`config.mk`:
```
export PLATFORM = sky130hd
export DESIGN_NAME = gpio_irq_svc
export DESIGN_NICKNAME = d
export VERILOG_FILES = /design/src/rtl/gsvc_pkg.sv /design/src/rtl/gsvc_sync.sv /design/src/rtl/gsvc_regs.sv /design/src/rtl/gsvc_encode.sv /design/src/rtl/gpio_irq_svc.sv
export SDC_FILE = /design/constraint.sdc
export NUM_CORES = 2
export LEC_CHECK = 0
export BUFFER_PORTS_ARGS = -buffer_cell sky130_fd_sc_hd__buf_2
export CAP_MARGIN = 25
export CORE_ASPECT_RATIO = 1.75
export CORE_MARGIN = 2
export CORE_UTILIZATION = 55
export CTS_CLUSTER_DIAMETER = 40
export DETAILED_ROUTE_END_ITERATION = 8
export PLACE_DENSITY = 0.73
export SLEW_MARGIN = 20
export SYNTH_ARGS = -nofsm -noshare
export SYNTH_HDL_FRONTEND = slang
export SYNTH_SLANG_ARGS = --single-unit
```
`constraint.sdc`:
```
create_clock -name clk -period 3.52 [get_ports clk]
set_input_delay 0.352 -clock clk [delete_from_list [all_inputs] [get_ports clk]]
set_output_delay 0.352 -clock clk [all_outputs]
set_load 0.03 [all_outputs]
```
`src/rtl/gsvc_pkg.sv`:
```
// Shared constants and trigger decoding for the grouped GPIO interrupt encoder.
// Assumes 16 lines per group and 32-bit register words.
package gsvc_pkg;

    localparam int LINES_PER_GRP = 16;
    localparam int WORD_BITS     = 32;

    typedef enum logic [1:0] {
        SPC_TRIG = 2'd0,
        SPC_MASK = 2'd1,
        SPC_PEND = 2'd2,
        SPC_NONE = 2'd3
    } space_e;

    localparam logic [3:0] TRG_LOW  = 4'd0;
    localparam logic [3:0] TRG_HIGH = 4'd1;
    localparam logic [3:0] TRG_FALL = 4'd2;
    localparam logic [3:0] TRG_RISE = 4'd4;
    localparam logic [3:0] TRG_ANY  = 4'd6;

    // Decide whether a line is firing, given its trigger code and the
    // current and previous synchronised samples.
    function automatic logic line_hit(input logic [3:0] code,
                                      input logic now, input logic prev);
        case (code)
            TRG_LOW:  return !now;
            TRG_HIGH: return now;
            TRG_FALL: return prev && !now;
            TRG_RISE: return now && !prev;
            TRG_ANY:  return now != prev;
            default:  return 1'b0;
        endcase
    endfunction

endpackage

```
`src/rtl/gsvc_sync.sv`:
```
// Two-flop synchroniser with one history stage per line.
// Assumes pins may change at any time; all stages reset to 0.
module gsvc_sync #(
    parameter int WIDTH = 160
) (
    input  logic             clk,
    input  logic             rst_n,
    input  logic [WIDTH-1:0] din,
    output logic [WIDTH-1:0] now_q,
    output logic [WIDTH-1:0] prev_q
);

    logic [WIDTH-1:0] meta_q;

    // Shift each pin through the metastability stage, the stable stage and the history stage.
    always_ff @(posedge clk) begin
        if (!rst_n) begin
            meta_q <= '0;
            now_q  <= '0;
            prev_q <= '0;
        end else begin
            meta_q <= din;
            now_q  <= meta_q;
            prev_q <= now_q;
        end
    end

endmodule

```
`src/rtl/gsvc_regs.sv`:
```
// Trigger, mask and pending storage, with two groups packed per 32-bit word.
// Assumes one write per cycle; hardware sets override write-1 clears.
module gsvc_regs #(
    parameter  int NWORDS = 5,
    localparam int NB     = NWORDS * 32,
    localparam int WIDX   = (NWORDS > 1) ? $clog2(NWORDS) : 1
) (
    input  logic            clk,
    input  logic            rst_n,
    input  logic            wr_en,
    input  logic [1:0]      sel_space,
    input  logic [WIDX-1:0] sel_word,
    input  logic [31:0]     wr_data,
    input  logic [NB-1:0]   hit,
    output logic [NB-1:0]   trig_q,
    output logic [NB-1:0]   mask_q,
    output logic [NB-1:0]   pend_q,
    output logic [31:0]     rd_data
);
    import gsvc_pkg::*;

    logic [NB-1:0] clr_vec;

    for (genvar w = 0; w < NWORDS; w++) begin : g_word
        logic        hit_word;
        logic [31:0] trig_w, mask_w, pend_w;

        assign hit_word = wr_en && (int'(sel_word) == w);
        assign clr_vec[w*32 +: 32] = (hit_word && sel_space == SPC_PEND) ? wr_data : 32'd0;

        // Hold one word of each space: software writes config, events set pending.
        always_ff @(posedge clk) begin
            if (!rst_n) begin
                trig_w <= {8{TRG_RISE}};
                mask_w <= '1;
                pend_w <= '0;
            end else begin
                if (hit_word && sel_space == SPC_TRIG) trig_w <= wr_data;
                if (hit_word && sel_space == SPC_MASK) mask_w <= wr_data;
                pend_w <= (pend_w & ~clr_vec[w*32 +: 32]) | hit[w*32 +: 32];
            end
        end

        assign trig_q[w*32 +: 32] = trig_w;
        assign mask_q[w*32 +: 32] = mask_w;
        assign pend_q[w*32 +: 32] = pend_w;
    end

    // Return the selected word of the selected space, zero when out of range.
    always_comb begin
        rd_data = '0;
        for (int w = 0; w < NWORDS; w++) begin
            if (int'(sel_word) == w) begin
                case (sel_space)
                    SPC_TRIG: rd_data = trig_q[w*32 +: 32];
                    SPC_MASK: rd_data = mask_q[w*32 +: 32];
                    SPC_PEND: rd_data = pend_q[w*32 +: 32];
                    default:  rd_data = '0;
                endcase
            end
        end
    end

    AST_RESET_VALUES: assert property (@(posedge clk) disable iff (!rst_n)
        !$past(rst_n) |-> (mask_q == '1 && pend_q == '0));
    AST_SET_BEATS_CLR: assert property (@(posedge clk) disable iff (!rst_n)
        rst_n |=> ((pend_q & $past(hit)) == $past(hit)));
    AST_CLR_NEEDS_ACK: assert property (@(posedge clk) disable iff (!rst_n)
        rst_n |=> ((($past(pend_q) & ~pend_q) & ~$past(clr_vec)) == '0));

endmodule

```
`src/rtl/gsvc_encode.sv`:
```
// Priority encoder from unmasked pending lines to the 8-bit service code.
// Assumes at most 15 groups so that group+1 fits in four bits.
module gsvc_encode #(
    parameter  int NGRP = 10,
    parameter  int NB   = 160,
    localparam int NL   = NGRP * 16
) (
    input  logic          clk,
    input  logic          rst_n,
    input  logic [NB-1:0] pend,
    input  logic [NB-1:0] mask,
    output logic [7:0]    svc,
    output logic          any_act
);

    logic [NL-1:0] act_l;
    logic [NL-1:0] sel_bit;
    int            idx;

    assign act_l   = pend[NL-1:0] & ~mask[NL-1:0];
    assign any_act = |act_l;

    // Scan from the top so that the lowest group and pin are written last.
    always_comb begin
        svc = '0;
        for (int g = NGRP - 1; g >= 0; g--) begin
            for (int p = 15; p >= 0; p--) begin
                if (act_l[g*16 + p]) svc = {4'(g + 1), 4'(p)};
            end
        end
    end

    // Turn the reported code back into a one-hot line position for checking.
    always_comb begin
        idx     = (int'(svc[7:4]) - 1) * 16 + int'(svc[3:0]);
        sel_bit = (svc[7:4] != 4'd0) ? (NL'(1) << idx) : '0;
    end

    AST_SVC_ACTIVE: assert property (@(posedge clk) disable iff (!rst_n)
        (svc[7:4] != 4'd0) |-> ((act_l & sel_bit) != '0));
    AST_SVC_LOWEST: assert property (@(posedge clk) disable iff (!rst_n)
        (svc[7:4] != 4'd0) |-> ((act_l & (sel_bit - NL'(1))) == '0));
    AST_SVC_IDLE: assert property (@(posedge clk) disable iff (!rst_n)
        (svc == 8'd0) |-> (act_l == '0));

endmodule

```
`src/rtl/gpio_irq_svc.sv`:
```
// Grouped GPIO interrupt controller: synchronises pins, detects per-line
// triggers, keeps mask and pending words, and encodes one service code.
// Assumes register access through a single word port with a combinational read.
module gpio_irq_svc #(
    parameter  int NUM_GROUPS = 10,
    localparam int NUM_LINES  = NUM_GROUPS * 16,
    localparam int NWORDS     = (NUM_GROUPS + 1) / 2,
    localparam int NB         = NWORDS * 32,
    localparam int WIDX       = (NWORDS > 1) ? $clog2(NWORDS) : 1
) (
    input  logic                 clk,
    input  logic                 rst_n,
    input  logic [NUM_LINES-1:0] pin_in,
    input  logic                 cfg_we,
    input  logic [1:0]           cfg_space,
    input  logic [WIDX-1:0]      cfg_word,
    input  logic [31:0]          cfg_wdata,
    output logic [31:0]          cfg_rdata,
    output logic                 irq_o,
    output logic [7:0]           svc_o
);
    import gsvc_pkg::*;

    logic [NUM_LINES-1:0] lvl_now, lvl_prev;
    logic [NB-1:0]        hit, trig_q, mask_q, pend_q;

    gsvc_sync #(.WIDTH(NUM_LINES)) u_sync (
        .clk    (clk),
        .rst_n  (rst_n),
        .din    (pin_in),
        .now_q  (lvl_now),
        .prev_q (lvl_prev)
    );

    // Each line reads the trigger field shared by its aligned group of four.
    for (genvar i = 0; i < NUM_LINES; i++) begin : g_line
        assign hit[i] = line_hit(trig_q[4*(i/4) +: 4], lvl_now[i], lvl_prev[i]);
    end
    if (NB > NUM_LINES) begin : g_pad
        assign hit[NB-1:NUM_LINES] = '0;
    end

    gsvc_regs #(.NWORDS(NWORDS)) u_regs (
        .clk       (clk),
        .rst_n     (rst_n),
        .wr_en     (cfg_we),
        .sel_space (cfg_space),
        .sel_word  (cfg_word),
        .wr_data   (cfg_wdata),
        .hit       (hit),
        .trig_q    (trig_q),
        .mask_q    (mask_q),
        .pend_q    (pend_q),
        .rd_data   (cfg_rdata)
    );

    gsvc_encode #(.NGRP(NUM_GROUPS), .NB(NB)) u_enc (
        .clk     (clk),
        .rst_n   (rst_n),
        .pend    (pend_q),
        .mask    (mask_q),
        .svc     (svc_o),
        .any_act (irq_o)
    );

    AST_IRQ_MATCHES_SVC: assert property (@(posedge clk) disable iff (!rst_n)
        irq_o == (svc_o[7:4] != 4'd0));

endmodule

```
# Word-level counts from Yosys, hierarchy flattened
# Index checks and enable logic that the tools add are counted.
# word_totals
register_bits	960
# classes
reduce_logical	703
n_mux	335
bitwise_logic	17
n_eq_ne	326
# ops
op	n
2-to-1 mux 8 bit	160
one-hot mux 1 bit (5 select lines)	160
one-hot mux 32 bit (3 select lines)	5
logical AND 1 bit	340
equality test 4 x 3 -> 1 bit (second input constant)	80
logical NOT 1 bit	320
2-to-1 mux 32 bit	10
AND 160 bit	1
AND 32 bit	5
equality test 4 x 1 -> 1 bit (second input constant)	40
equality test 4 x 2 -> 1 bit (second input constant)	40
logical NOT 4 bit	40
inequality test 1 bit	160
NOT 160 bit	1
NOT 32 bit	5
bitwise OR 32 bit	5
OR reduction 160 bit	1
equality test 3 bit (second input constant)	3
equality test 3 x 2 -> 1 bit (second input constant)	1
logical NOT 3 bit	1
equality test 2 x 1 -> 1 bit (second input constant)	1
equality test 2 bit (second input constant)	1
logical NOT 2 bit	1

# Longest topological paths before layout
# depth
depth_word	162
depth_mapped	10
ltp_nobuf	9

# Hierarchy
# A second synthesis with hierarchy kept.
# unflattened
hier_cells	5932
hier_area_um2	51066.5
# modules_own_cells
module	cells_each	area_each_um2	instances
gsvc_regs	2609	22021.1	1
gsvc_sync	1013	13025.0	1
gpio_irq_svc	1755	12806.0	1
gsvc_encode	555	3214.3	1

# Worst setup path before layout
# Ideal clock, no wire load.
# synth_timing
path_type	reg-to-output
start	reg u_regs.g_word[1].pend_w[14]
end	out svc_o[6]
stages_incl_launch_ff	8
arrival_time_ns	2.520
setup_slack_ns	0.648
path_cell_list	dfxtp_1 -> nor2b_1 -> or4_4 -> or2_1 -> or3_1 -> or2_1 -> or2_4 -> a21oi_1
# synth_via
elab_chain_cells	48
# synth_rtl
element	line_no	text
start, declared	gsvc_regs.sv:26	logic [31:0] trig_w, mask_w, pend_w;
start signal, assigned	gsvc_regs.sv:40	pend_w <= (pend_w & ~clr_vec[w*32 +: 32]) | hit[w*32 +: 32];
AND 160 bit	gsvc_encode.sv:20	assign act_l = pend[NL-1:0] & ~mask[NL-1:0];
2-to-1 mux 8 bit (47 in a row)	gsvc_encode.sv:28	if (act_l[g*16 + p]) svc = {4'(g + 1), 4'(p)};
end, declared	gpio_irq_svc.sv:20	output logic [7:0] svc_o
# No other way between the ends.

# Worst setup path in the final report
# layout_timing
start	reg u_regs.g_word[1].pend_w[14]
end	out irq_o
# layout_via
elab_chain_cells	2
# layout_rtl
element	line_no	text
AND 160 bit	gsvc_encode.sv:20	
OR reduction 160 bit	gsvc_encode.sv:21	assign any_act = |act_l;
end, declared	gpio_irq_svc.sv:19	output logic irq_o,
# No other way between the ends.

==> results.md <==
- Max IR drop VDD: between 0.4 and 0.5 mV
- Max cap viols: 0
- # rows: about 150
- Post-synthesis sequential area ratio: 0.382
- Synth cell types: 70
- Synth warn: 0
- Post-layout nets: between 7000 and 8000
- Placed Cells incl. Taps: ~7600
- Final number of hold-violating endpoints: 0
- Synth top area cells: dfxtp_1 38%, ha_1 8.0%, and2_1 7.1%
- Setup crit start kind: flip-flop
- Setup ws final: -0.106 ns
- Final setup viols: 6
- Clock Latency Late Sink: between 0.7 and 0.8 ns
- Synth-to-Final Area Change: 17.7%
- Top-area cell type share of the netlist area: 0.382
- PwrDens: 458 nW/um2
- RSZ-0062 raised after global routing: yes
- Cell Area, Synth: a little over 50000 um2
- Largest net degree at the start of global routing: between 100 and 150
- Failing checks: setup timing
- Non-Filler Instances: 8009
- Tcrit/Tclk final: 1.03
- Fmax: about 0.28 GHz
- Via count: 47265
- Sinks on Clock Net: 960
- Max-slew headroom: 0.421
- Vias in the first global route: 45603
- Hold WS: between 0.08 and 0.09 ns
- Total Routing Usage GR: 0.376
- WP data required: 3.17 ns
- Ys flop type: dfxtp_1
- Outcome: complete, but fails checks
- Synth area leader: dfxtp_1
- Syn Inst Count: between 6000 and 7000
- EDFF count, synth: 0
- Most common cell in the netlist: dfxtp_1
- Initial Util: 0.555
- Final Critical Period: around 3.6 ns
- DRC Markers: 0
- Final Slew Violations: 0
- Post-DR vias/cell: about 5.9
- Final HPWL DP: around 130000 um
- Global route overflow: 0
- Avg Cell Area, Syn: 7.75 um2
- DR iter-0 viols: between 4000 and 5000
- Worst min-delay path class: input port to flip-flop
- First-pass GRT wire length: roughly 270000 um
- First-pass DRT Iterations: 6
- Clock root cell: clkbuf_16
- CTS tree: done
- Cts bufs inserted: between 100 and 150
- Crit path arrival time: ~3.3 ns
- Setup crit end kind: output port
- WS Path Type: flip-flop to output port
- Worst Tran Pin Value: approximately 0.86 ns
- Leak: 0.0249 uW
- Synth cell count leaders: 960 x dfxtp_1, 889 x nand2_1, 679 x nor2_1, 571 x and2_1, 438 x a21oi_1
- Syn Nets: 7000
- DRT Wirelength: 180000 um
- Placer Congestion: between 1 and 1.5
- Core area: 90600 um2
- Die Height: 404 um
- Peak fanout along the critical path: 3
- Wirelength per Cell: about 23 um
- Flops & latches, synth: 960
- Antenna violations before repair: 6
- I/O pins: roughly 240
- Clock Skews: approximately 0.021 ns
- Buffers on Ports: 240
- Die Wd: ~230 um
- Die area: between 90000 and 100000 um2
- CTS H-tree depth: 3
- Ys async rst share: 0
- Clk buf depth: 3
- Clock-pin transition on the worst setup and hold timing paths: ~0.070 ns
- ANT nets after route: 0
- Fraction of layout cells with a size suffix above 1: 0.112
## state kept, by name, indices dropped and copies added, names as in the netlist
| signal | cells |
|---|---|
| u_regs.g_word.trig_w | 160 |
| u_sync.meta_q | 160 |
| u_regs.g_word.mask_w | 160 |
| u_sync.prev_q | 160 |
| u_sync.now_q | 160 |
| u_regs.g_word.pend_w | 160 |
## where the power goes
group          total (uW)  switching [uW]  internal [uW]
clock               12700            5430           7270
sequential          11600             356          11200
combinational        2790            1670           1110
total               27100            7460          19600
## layout make-up
type,instances,area (um2)
fillers,7691,31500
multi-input cells,4679,28400
flip-flops and latches,960,19200
repair buffers,565,4380
clock buffers,133,3070
inverters,404,1520
well taps,1184,1480
clock inverters,83,1030
diodes,1,2.50
## critical path: stages, from the launching register on
cell,delay (ns)
dfxtp_2,0.32
nor2b_4,0.12
or4_4,0.55
or2_4,0.26
or3_4,0.39
or2_4,0.30
or2_4,0.27
nor2_2,0.09
nand2_1,0.07
buf_6,0.16
## final timing paths
kind	startpoint	slack, ns	depth (start not counted)	endpoint
worst max-delay path	u_regs.g_word[1].pend_w[14]$_SDFF_PN0_	-0.11	9	irq_o
worst min-delay path	rst_n	0.08	2	u_regs.g_word[2].trig_w[18]$_SDFFE_PN1P_
worst max register to register	u_sync.now_q[141]$_SDFF_PN0_	1.45	8	u_regs.g_word[4].pend_w[13]$_SDFF_PN0_
worst min register to register	u_sync.meta_q[90]$_SDFF_PN0_	0.43	1	u_sync.now_q[90]$_SDFF_PN0_
## cell usage in the layout, fill, tap and decap left out, types with 45 or more instances in the layout
master,count
nand2_1,886
buf_2,230
inv_1,395
clkbuf_16,116
a21oi_1,432
and2_1,570
nand2b_1,72
o22ai_1,65
dlygate4sd3_1,160
nor2_1,662
o21ai_1,74
nand3_1,195
o21ai_0,45
a211oi_1,109
dfxtp_1,950
ha_1,320
o31a_1,60
buf_4,145
nor3_1,159
o211ai_1,51
a21boi_1,161
a22oi_1,58
a31oi_1,96
nor2b_1,161
mux2i_1,147
## cells by family (layout without fill, tap and decap cells)
| logic type | Yosys count | in the layout | synth area share |
|---|---|---|---|
| flip-flops | 960 | 960 | 0.382 |
| other | 0 | 1 | 0 |
| multiplexers | 147 | 147 | 0.0293 |
| AO/OA/AOI/OAI | 1352 | 1352 | 0.174 |
| adder cells (fa/ha/maj) | 320 | 320 | 0.0797 |
| AND/OR/NAND/NOR | 2860 | 2860 | 0.271 |
| buffers and inverters | 841 | 1185 | 0.0630 |
## per-stage QoR
stage | total power (uW) | TNS [ns] | utilization | setup WS, ns | cell area, um2
floorplan | 13200 | 0 | - | 0.648 | 50300
global placement | 14300 | -0.181 | 0.583 | -0.181 | 52800
detailed placement | 14300 | -0.160 | 0.583 | -0.160 | 52800
CTS | 27100 | -0.501 | 0.649 | -0.150 | 58800
global route | 27800 | -0.515 | 0.653 | -0.132 | 59100
finish | 27100 | -0.379 | 0.653 | -0.106 | 59100
## layer usage
layer | track usage | wire length (um) | share of wire | up-vias
met5 | 0 | 57 | 0.00032 | -
met4 | 0.315 | 17100 | 0.095 | 8
met3 | 0.0676 | 13500 | 0.075 | 712
met2 | 0.633 | 84900 | 0.47 | 2119
met1 | 0.408 | 64800 | 0.36 | 22265
li1 | - | - | - | 22161
## what timing repair did
action	in CTS	in global routing
gates resized for setup	62	70
hold buffers	160	0
hold endpoints to repair	160	0
setup endpoints to repair	9	8
setup buffers	7	4
pin swaps	17	29
No activity file was read; power rests on OpenSTA's default activity.
